===== src/rtl/cpc_pkg.sv =====
package cpc_pkg;

    typedef enum logic {
        CUR_LOW  = 1'b0,
        CUR_HIGH = 1'b1
    } cur_mode_e;

    typedef struct packed {
        logic up;
        logic dn;
    } pfd_t;

    typedef struct packed {
        logic valid;
        logic in_win;
    } cmp_t;

    localparam int unsigned LOCK_MAX = 16;

    function automatic int unsigned win_cycles(input logic [1:0] code);
        return int'(code) + 1;
    endfunction

    function automatic int unsigned lock_target(input logic [1:0] code);
        return 2 << code;
    endfunction

endpackage


===== src/rtl/cpc_pfd.sv =====
module cpc_pfd
    import cpc_pkg::*;
#(
    parameter int WIDTH_W = 8
) (
    input  logic               clk,
    input  logic               rst,
    input  logic               ref_evt,
    input  logic               fb_evt,
    output pfd_t               pfd,
    output logic               done,
    output logic [WIDTH_W-1:0] width
);
    localparam logic [WIDTH_W-1:0] METER_MAX = {WIDTH_W{1'b1}};

    pfd_t               st;
    logic [WIDTH_W-1:0] meter;

    always_ff @(posedge clk) begin
        if (rst) begin
            st    <= '0;
            meter <= '0;
        end else if (st.up && st.dn) begin
            st    <= '0;
            meter <= '0;
        end else begin
            st.up <= st.up | ref_evt;
            st.dn <= st.dn | fb_evt;
            if ((st.up ^ st.dn) && (meter != METER_MAX))
                meter <= meter + WIDTH_W'(1);
        end
    end

    assign pfd   = st;
    assign done  = st.up && st.dn;
    assign width = meter;
endmodule


===== src/rtl/cpc_lock.sv =====
module cpc_lock
    import cpc_pkg::*;
#(
    parameter int WIDTH_W = 8
) (
    input  logic               clk,
    input  logic               rst,
    input  logic               clr,
    input  logic               done,
    input  logic [WIDTH_W-1:0] width,
    input  logic [1:0]         win_code,
    input  logic [1:0]         cnt_code,
    output cmp_t               cmp,
    output logic               locked
);
    localparam int LCNT_W = $clog2(LOCK_MAX + 1);

    logic [LCNT_W-1:0]  cnt, cnt_n, target;
    logic [WIDTH_W-1:0] limit;

    always_comb begin
        limit      = WIDTH_W'(win_cycles(win_code));
        target     = LCNT_W'(lock_target(cnt_code));
        cmp.valid  = done;
        cmp.in_win = (width <= limit);
        cnt_n      = (cnt >= target) ? target : cnt + LCNT_W'(1);
    end

    always_ff @(posedge clk) begin
        if (rst || clr) begin
            cnt    <= '0;
            locked <= 1'b0;
        end else if (cmp.valid) begin
            if (cmp.in_win) begin
                cnt    <= cnt_n;
                locked <= (cnt_n >= target);
            end else begin
                cnt    <= '0;
                locked <= 1'b0;
            end
        end
    end
endmodule


===== src/rtl/cpc_mode.sv =====
module cpc_mode
    import cpc_pkg::*;
(
    input  logic      clk,
    input  logic      rst,
    input  logic      div_load,
    input  cmp_t      cmp,
    input  logic      auto_en,
    input  logic      locked,
    input  logic      sw_low,
    output cur_mode_e mode
);
    always_ff @(posedge clk) begin
        if (rst)
            mode <= CUR_HIGH;
        else if (div_load)
            mode <= CUR_HIGH;
        else if (cmp.valid && !cmp.in_win)
            mode <= CUR_HIGH;
        else if (auto_en && locked)
            mode <= CUR_LOW;
        else if (!auto_en && sw_low)
            mode <= CUR_LOW;
    end
endmodule


===== src/rtl/cpc_ctrl.sv =====
module cpc_ctrl
    import cpc_pkg::*;
#(
    parameter int CUR_W   = 6,
    parameter int WIDTH_W = 8
) (
    input  logic             clk,
    input  logic             rst,
    input  logic             ref_evt,
    input  logic             fb_evt,
    input  logic             div_load,
    input  logic             auto_en,
    input  logic             sw_low,
    input  logic [1:0]       win_code,
    input  logic [1:0]       cnt_code,
    input  logic [CUR_W-1:0] hi_code,
    input  logic [CUR_W-1:0] lo_code,
    output logic             pump_up,
    output logic             pump_dn,
    output logic             hi_sel,
    output logic [CUR_W-1:0] cur_code,
    output logic             locked
);
    pfd_t               pfd;
    logic               done;
    logic [WIDTH_W-1:0] width;
    cmp_t               cmp;
    cur_mode_e          mode;

    cpc_pfd #(.WIDTH_W(WIDTH_W)) u_pfd (
        .clk(clk), .rst(rst), .ref_evt(ref_evt), .fb_evt(fb_evt),
        .pfd(pfd), .done(done), .width(width)
    );

    cpc_lock #(.WIDTH_W(WIDTH_W)) u_lock (
        .clk(clk), .rst(rst), .clr(div_load), .done(done), .width(width),
        .win_code(win_code), .cnt_code(cnt_code), .cmp(cmp), .locked(locked)
    );

    cpc_mode u_mode (
        .clk(clk), .rst(rst), .div_load(div_load), .cmp(cmp),
        .auto_en(auto_en), .locked(locked), .sw_low(sw_low), .mode(mode)
    );

    assign pump_up  = pfd.up;
    assign pump_dn  = pfd.dn;
    assign hi_sel   = (mode == CUR_HIGH);
    assign cur_code = hi_sel ? hi_code : lo_code;
endmodule


===== config.mk =====
export PLATFORM = sky130hd
export DESIGN_NAME = cpc_ctrl
export DESIGN_NICKNAME = d
export VERILOG_FILES = /design/src/rtl/cpc_pkg.sv /design/src/rtl/cpc_pfd.sv /design/src/rtl/cpc_lock.sv /design/src/rtl/cpc_mode.sv /design/src/rtl/cpc_ctrl.sv
export SDC_FILE = /design/constraint.sdc
export NUM_CORES = 1
export LEC_CHECK = 0
export ABC_AREA = 1
export ABC_CLOCK_PERIOD_IN_PS = 4300
export BUFFER_PORTS_ARGS = -buffer_cell sky130_fd_sc_hd__buf_4
export CAP_MARGIN = 20
export CORE_ASPECT_RATIO = 1.4
export CORE_MARGIN = 8
export CORE_UTILIZATION = 57
export CTS_CLUSTER_DIAMETER = 40
export CTS_CLUSTER_SIZE = 14
export DETAILED_ROUTE_END_ITERATION = 10
export PLACE_DENSITY = 0.91
export SYNTH_ARGS = -nofsm -noshare
export SYNTH_HDL_FRONTEND = slang
export SYNTH_SLANG_ARGS = --single-unit

===== constraint.sdc =====
create_clock -name clk -period 4.3 [get_ports clk]
set_clock_uncertainty 0.2 [all_clocks]
set_input_delay 0.86 -clock clk [delete_from_list [all_inputs] [get_ports clk]]
set_output_delay 0.86 -clock clk [all_outputs]
set_load 0.005 [all_outputs]

Yosys cells after proc, flatten, opt, wreduce, memory -nomap -nowiden:

Cells that the tools add are included.

* flip-flop bits (word level): 17
* bits of input ports: 23
* output and inout bits: 10
* word-level logic and storage cells: 34

* add/subtract/negate cells: 3
* magnitude comparators: 3
* equality and inequality tests: 1
* shift operators: 1
* muxes and demuxes: 6
* bitwise operators: 3
* reduce and logical (&&, ||, !) cells: 11

Operators by type and width (number)
* >= comparator 5 bit: 2
* two-way mux 5 bit: 2
* adder 8 x 1 -> 8 bit, second input constant: 1
* less-or-equal comparator 8 bit: 1
* inequality test 8 bit, second input constant: 1
* two-way mux 6 bit: 1
* adder 5 x 1 -> 5 bit, second input constant: 1
* logical AND 1 bit: 5
* << shifter 2 x 2 -> 5 bit, first input constant: 1
* adder 2 x 1 -> 3 bit, second input constant: 1
* two-way mux 1 bit: 3
* OR reduction 3 bit: 1
* zero test 1 bit: 2
* OR 1 bit: 2
* nonzero test 2 bit: 1
* OR reduction 2 bit: 1
* logical OR 1 bit: 1
* bitwise XOR 1 bit: 1

Longest topological paths before layout:

* depth in word-level cells: 5
* gate-level depth with buffers: 16
* gate-level depth less buffers: 16

Cells and area by module:

A second synthesis with hierarchy kept.

* cells, all modules: 228
* area, all modules: 1470.2 um^2

Modules (own cells, without submodules)
* cpc_lock: times used 1, cells each 118, area each 767.0 um^2, sequential area each 120.1 um^2
* cpc_pfd: times used 1, cells each 79, area each 569.3 um^2, sequential area each 200.2 um^2
* cpc_ctrl: times used 1, cells each 19, area each 71.3 um^2, sequential area each 0.0 um^2
* cpc_mode: times used 1, cells each 12, area each 62.6 um^2, sequential area each 20.0 um^2

Worst setup path after synthesis:

Ideal clock, no wire load.

* kind: in2reg
* from: input port cnt_code[0]
* to: register u_lock.locked
* library setup time: 0.120 ns
* arrival time: 2.396 ns
* data required time: 3.980 ns
* setup slack: 1.585 ns
* stages on the path: 15
* buffers on the path: 0
* cell sequence: inv_1 > nor2_1 > inv_1 > ha_1 > nand2_1 > nand3_1 > nand2_1 > nand3_1 > nand2_1 > inv_1 > ha_1 > a21oi_1 > o211ai_1 > nand3_1 > a21oi_1

* word-level cells in the longest chain between the ends: 5

RTL lines
* from (decl): line cpc_ctrl.sv:15 `input logic [1:0] cnt_code,`
* << shifter 2 x 2 -> 5 bit (*): line cpc_pkg.sv:25 `return 2 << code;`
* >= comparator 5 bit: line cpc_lock.sv:26 `cnt_n = (cnt >= target) ? target : cnt + LCNT_W'(1);`
* two-way mux 5 bit: line cpc_lock.sv:26
* >= comparator 5 bit (*): line cpc_lock.sv:36 `locked <= (cnt_n >= target);`
* two-way mux 1 bit (*): line cpc_lock.sv:34 `if (cmp.in_win) begin`
* to (signal assigned): line cpc_lock.sv:36
* to (decl): line cpc_lock.sv:14 `output logic locked`

Mark *: on every way between the ends. The rest lies on a longest branch, timed or not.
A chain may end at the register's enable or synchronous reset.

Worst setup path after layout:

* from: input port cnt_code[1]
* to: register u_lock.locked

Same word-level chain as after synthesis.

==> results by group <==
Yosys
  • Main combinational cell family by area after synthesis: simple AND/OR/NAND/NOR gates
  • Synth Area in XOR/XNOR: 2.65%
  • Post-synthesis compound-gate area fraction: 10.0%
  • Synthesized Nets: 231
  • Mapped Avg Cell Area: 6.86 um2
  • Post-synthesis simple-gate area fraction: 33.5%
  • Post-Syn Area: 1320 um2
  • Mux contribution to synthesized area: 5.10%
  • Adder-cell share of the synthesized area: 14.2%
  • Syn Inst Count: 193
  • Ys Warns: 0
  • Post-synthesis sequential area ratio: 25.7%
  • Synthesis-stage register bit count: 17
  • Count of different cell masters after synthesis: 23

GRT
  • Largest net degree at the start of global routing: 11
  • Antenna violations before repair: 0
  • First-pass GRT wire length: 4700 um
  • GRT Overall Usage: 13.4%
  • Total gr overflow: 0
  • Vias in the first global route: 1,169

Cells and area
  • FILL cells: 200
  • Multi-input combinational cell area: 866 um2
  • Layout overhead on the synthesized area: 21.6%
  • Seq. cell area: 340 um2
  • Nets: 266
  • Layout cells sized above 1: 22.9%
  • # diodes: 0
  • Final std cells w/o fill: 249

STA
  • Slew Viols, Final: 0
  • Final min period: 2.71 ns
  • Max_slew headroom: 77.4%
  • Final WS setup: 1.59 ns
  • RSZ-0062 raised after global routing: no
  • Setup Total Neg Slack: 0 ns
  • Final hold vios: 0
  • Max Freq: 368 MHz
  • Final setup viols: 0
  • Least-Margin Pin Slew: 0.337 ns
  • Tcrit/Tclk final: 63.1%

Detailed routing
  • WL/cell: 12.0 um
  • ANT nets after route: 0
  • Via density: 5.07
  • DRT Pass-1 Iters: 5
  • DRC viols: 0
  • Vias: 1,263
  • Iter 0 DRT Violations: 38
  • Drt total wl: 2990 um

Clocking
  • CTS root buf: clkbuf_4
  • Sink Count: 17
  • CTS Hold Bufs: 0
  • Worst-Skew Late Latency: 0.29 ns
  • CTS tree: yes
  • Post-CTS setup buffers: 0
  • Clk buf depth: 2
  • Htree depth: 1
  • Clock slew at reported path FFs: 0.10 ns
  • Gates resized, CTS repair: 0
  • Num CTS Buffers: 3

Setup path
  • Worst path top cell family by delay: simple AND/OR/NAND/NOR gates
  • R2R cell count: 12
  • Worst R2R Start: u_lock.cnt[2]
  • Worst R2R Setup Slack: 2.03 ns
  • CP most frequent cell: nand2_1
  • Worst path slowest cell: ha_1
  • Worst path bufs/invs: 3
  • Worst r2r dst: u_lock.locked
  • Critical Path Source Type: input port
  • Peak per-stage delay on the critical path: 0.30 ns
  • Critical setup path kind: input port to flip-flop
  • Worst Setup End Kind: flip-flop
  • CP arrival: 2.74 ns
  • Crit path cell chain: buf_4 -> nor2_1 -> inv_1 -> ha_1 -> nand2_1 -> nand3_1 -> nand2_1 -> nand3_1 -> nand2_1 -> inv_1 -> ha_1 -> nand2_1 -> o211ai_1 -> nand3_1 -> a21oi_1
  • Required @ worst endpoint: 4.33 ns
  • Worst-path fanout max: 4

Power
  • Pint: 246 uW
  • Net Sw Power: 105 uW
  • Clock share of power: 24.0%
  • VDD IR max: 0.280 mV
  • Power per Cell Area: 218 nW/um2
  • Combinational share of power: 28.4%
  • Power consumption: 351 uW
  • Static Leakage: 0.000816 uW
  • Sw Share: 30.0%
  • Flop pwr share: 47.6%

Min path
  • Worst Hold Depth: 2
  • Hold Path Sink: u_pfd.width[7]
  • Hold Crit Class: flip-flop to flip-flop
  • HP Start: u_pfd.width[7]

Run
  • Max cap viols: 0

Floorplanning
  • IO Pins: 33
  • Std cell rows: 20
  • Die footprint: 4140 um2
  • Core box area: 2180 um2
  • Starting Density: 60.8%
  • Die width: 56.7 um
  • Die H: 73.0 um

Placement
  • Port Buf Inserts: 32
  • DP Cell Count: 245
  • Post-DP HPWL: 2450 um
  • Worst slack, placed: 1.30 ns
  • Final GP Congestion: 0.817

Outcome
  • Run status: finished, final reports clean
[cell usage in the layout, fill, tap and decap left out]
cell type and count:
nand2_1 51, buf_4 32, inv_1 29, nor2_1 22, dfxtp_1 17, nand3_1 15, ha_1 15, a21oi_1 13
mux2_2 6, xor2_1 4, nand4_1 3, nand2_2 3, o211ai_1 3, clkbuf_4 3, nand3_2 2, a21oi_4 1
nor2_2 1, nand3b_1 1, nor2_4 1, a21boi_4 1, nand2_4 1, o21ai_1 1, o21ai_0 1, clkinv_2 1
[worst register-to-register path: cells and delay by family (launching register included)]
| family | cells | cell delay [ns] |
|---|---|---|
| compound gates | 2 | 0.29 |
| fa+ha+maj | 2 | 0.59 |
| buf+inv | 1 | 0.05 |
| flops | 1 | 0.48 |
| simple gates | 7 | 0.60 |
[sequential cells by signal, indices dropped and copies added (netlist names)]
register / flops
u_lock.locked: 1
u_mode.mode: 1
u_pfd.pfd: 2
u_lock.cnt: 5
u_pfd.width: 8
[power groups by stage]
stage               Combinational [uW]  Sequential [uW]  Clock [uW]
CTS                                101              167        87.9
floorplan                         62.7              169           0
detailed placement                 100              171           0
finish                            99.8              167        84.3
global route                       112              168        97.0
global placement                  98.1              171           0
[worst max-delay path by stage]
stage	from	to	slack, ns	cells after the start
floorplan	cnt_code[0]	u_lock.locked	1.58	15
global placement	cnt_code[1]	u_lock.locked	1.32	15
detailed placement	cnt_code[1]	u_lock.locked	1.30	15
CTS	cnt_code[1]	u_lock.locked	1.61	15
global route	cnt_code[1]	u_lock.locked	1.37	15
finish	cnt_code[1]	u_lock.locked	1.59	15
[metal layers]
layer | track usage (%) | up-vias | part of all wire (%)
met1 | 12.8 | 546 | 38
met3 | 2.79 | 4 | 2.5
met5 | 0 | - | 0
li1 | - | 692 | -
met2 | 27.4 | 21 | 58
met4 | 3.40 | 0 | 1.5
[cells in the mapped netlist]
cell	count	area share [%]
o21ai_0	1	0.38
a21boi_4	1	1.4
a21oi_4	1	1.2
nand2_1	51	14
nand3_2	2	1.5
buf_2	1	0.38
nor2_2	1	0.47
clkbuf_1	1	0.28
nand4_1	3	1.4
o211ai_1	3	1.7
dfxtp_1	17	26
nor2_1	22	6.2
nand2_2	3	1.4
xor2_1	4	2.6
nor2_4	1	0.85
a21oi_1	13	4.9
mux2_2	6	5.1
ha_1	15	14
nand3b_1	1	0.57
inv_1	29	8.2
o21ai_1	1	0.38
nand3_1	15	5.7
nand2_4	1	0.85
[per-stage QoR]
step	instance area (um2)	hold WS [ns]	utilization, %
3_3_place_gp	1580	0.266	72.7
5_1_grt	1610	0.313	74.0
3_5_place_dp	1580	0.275	72.7
2_1_floorplan	1320	0.257	-
4_1_cts	1610	0.290	74.0
6_report	1610	0.284	74.0
[cell families after synthesis]
group	Yosys count
simple gates	100
buf+inv	31
compound gates	20
flops	17
fa+ha+maj	15
mux	6
xor+xnor	4
[final cells by class]
cell class                      instances  share of cell area, %
Multi-Input combinational cell        145                   53.8
Sequential cell                        17                   21.1
Tap cell                               22                   1.71
Clock inverter                          1                  0.311
Timing Repair Buffer                   32                   14.9
Clock buffer                            3                   1.40
Inverter                               29                   6.76
No activity file was read; power rests on OpenSTA's default activity.
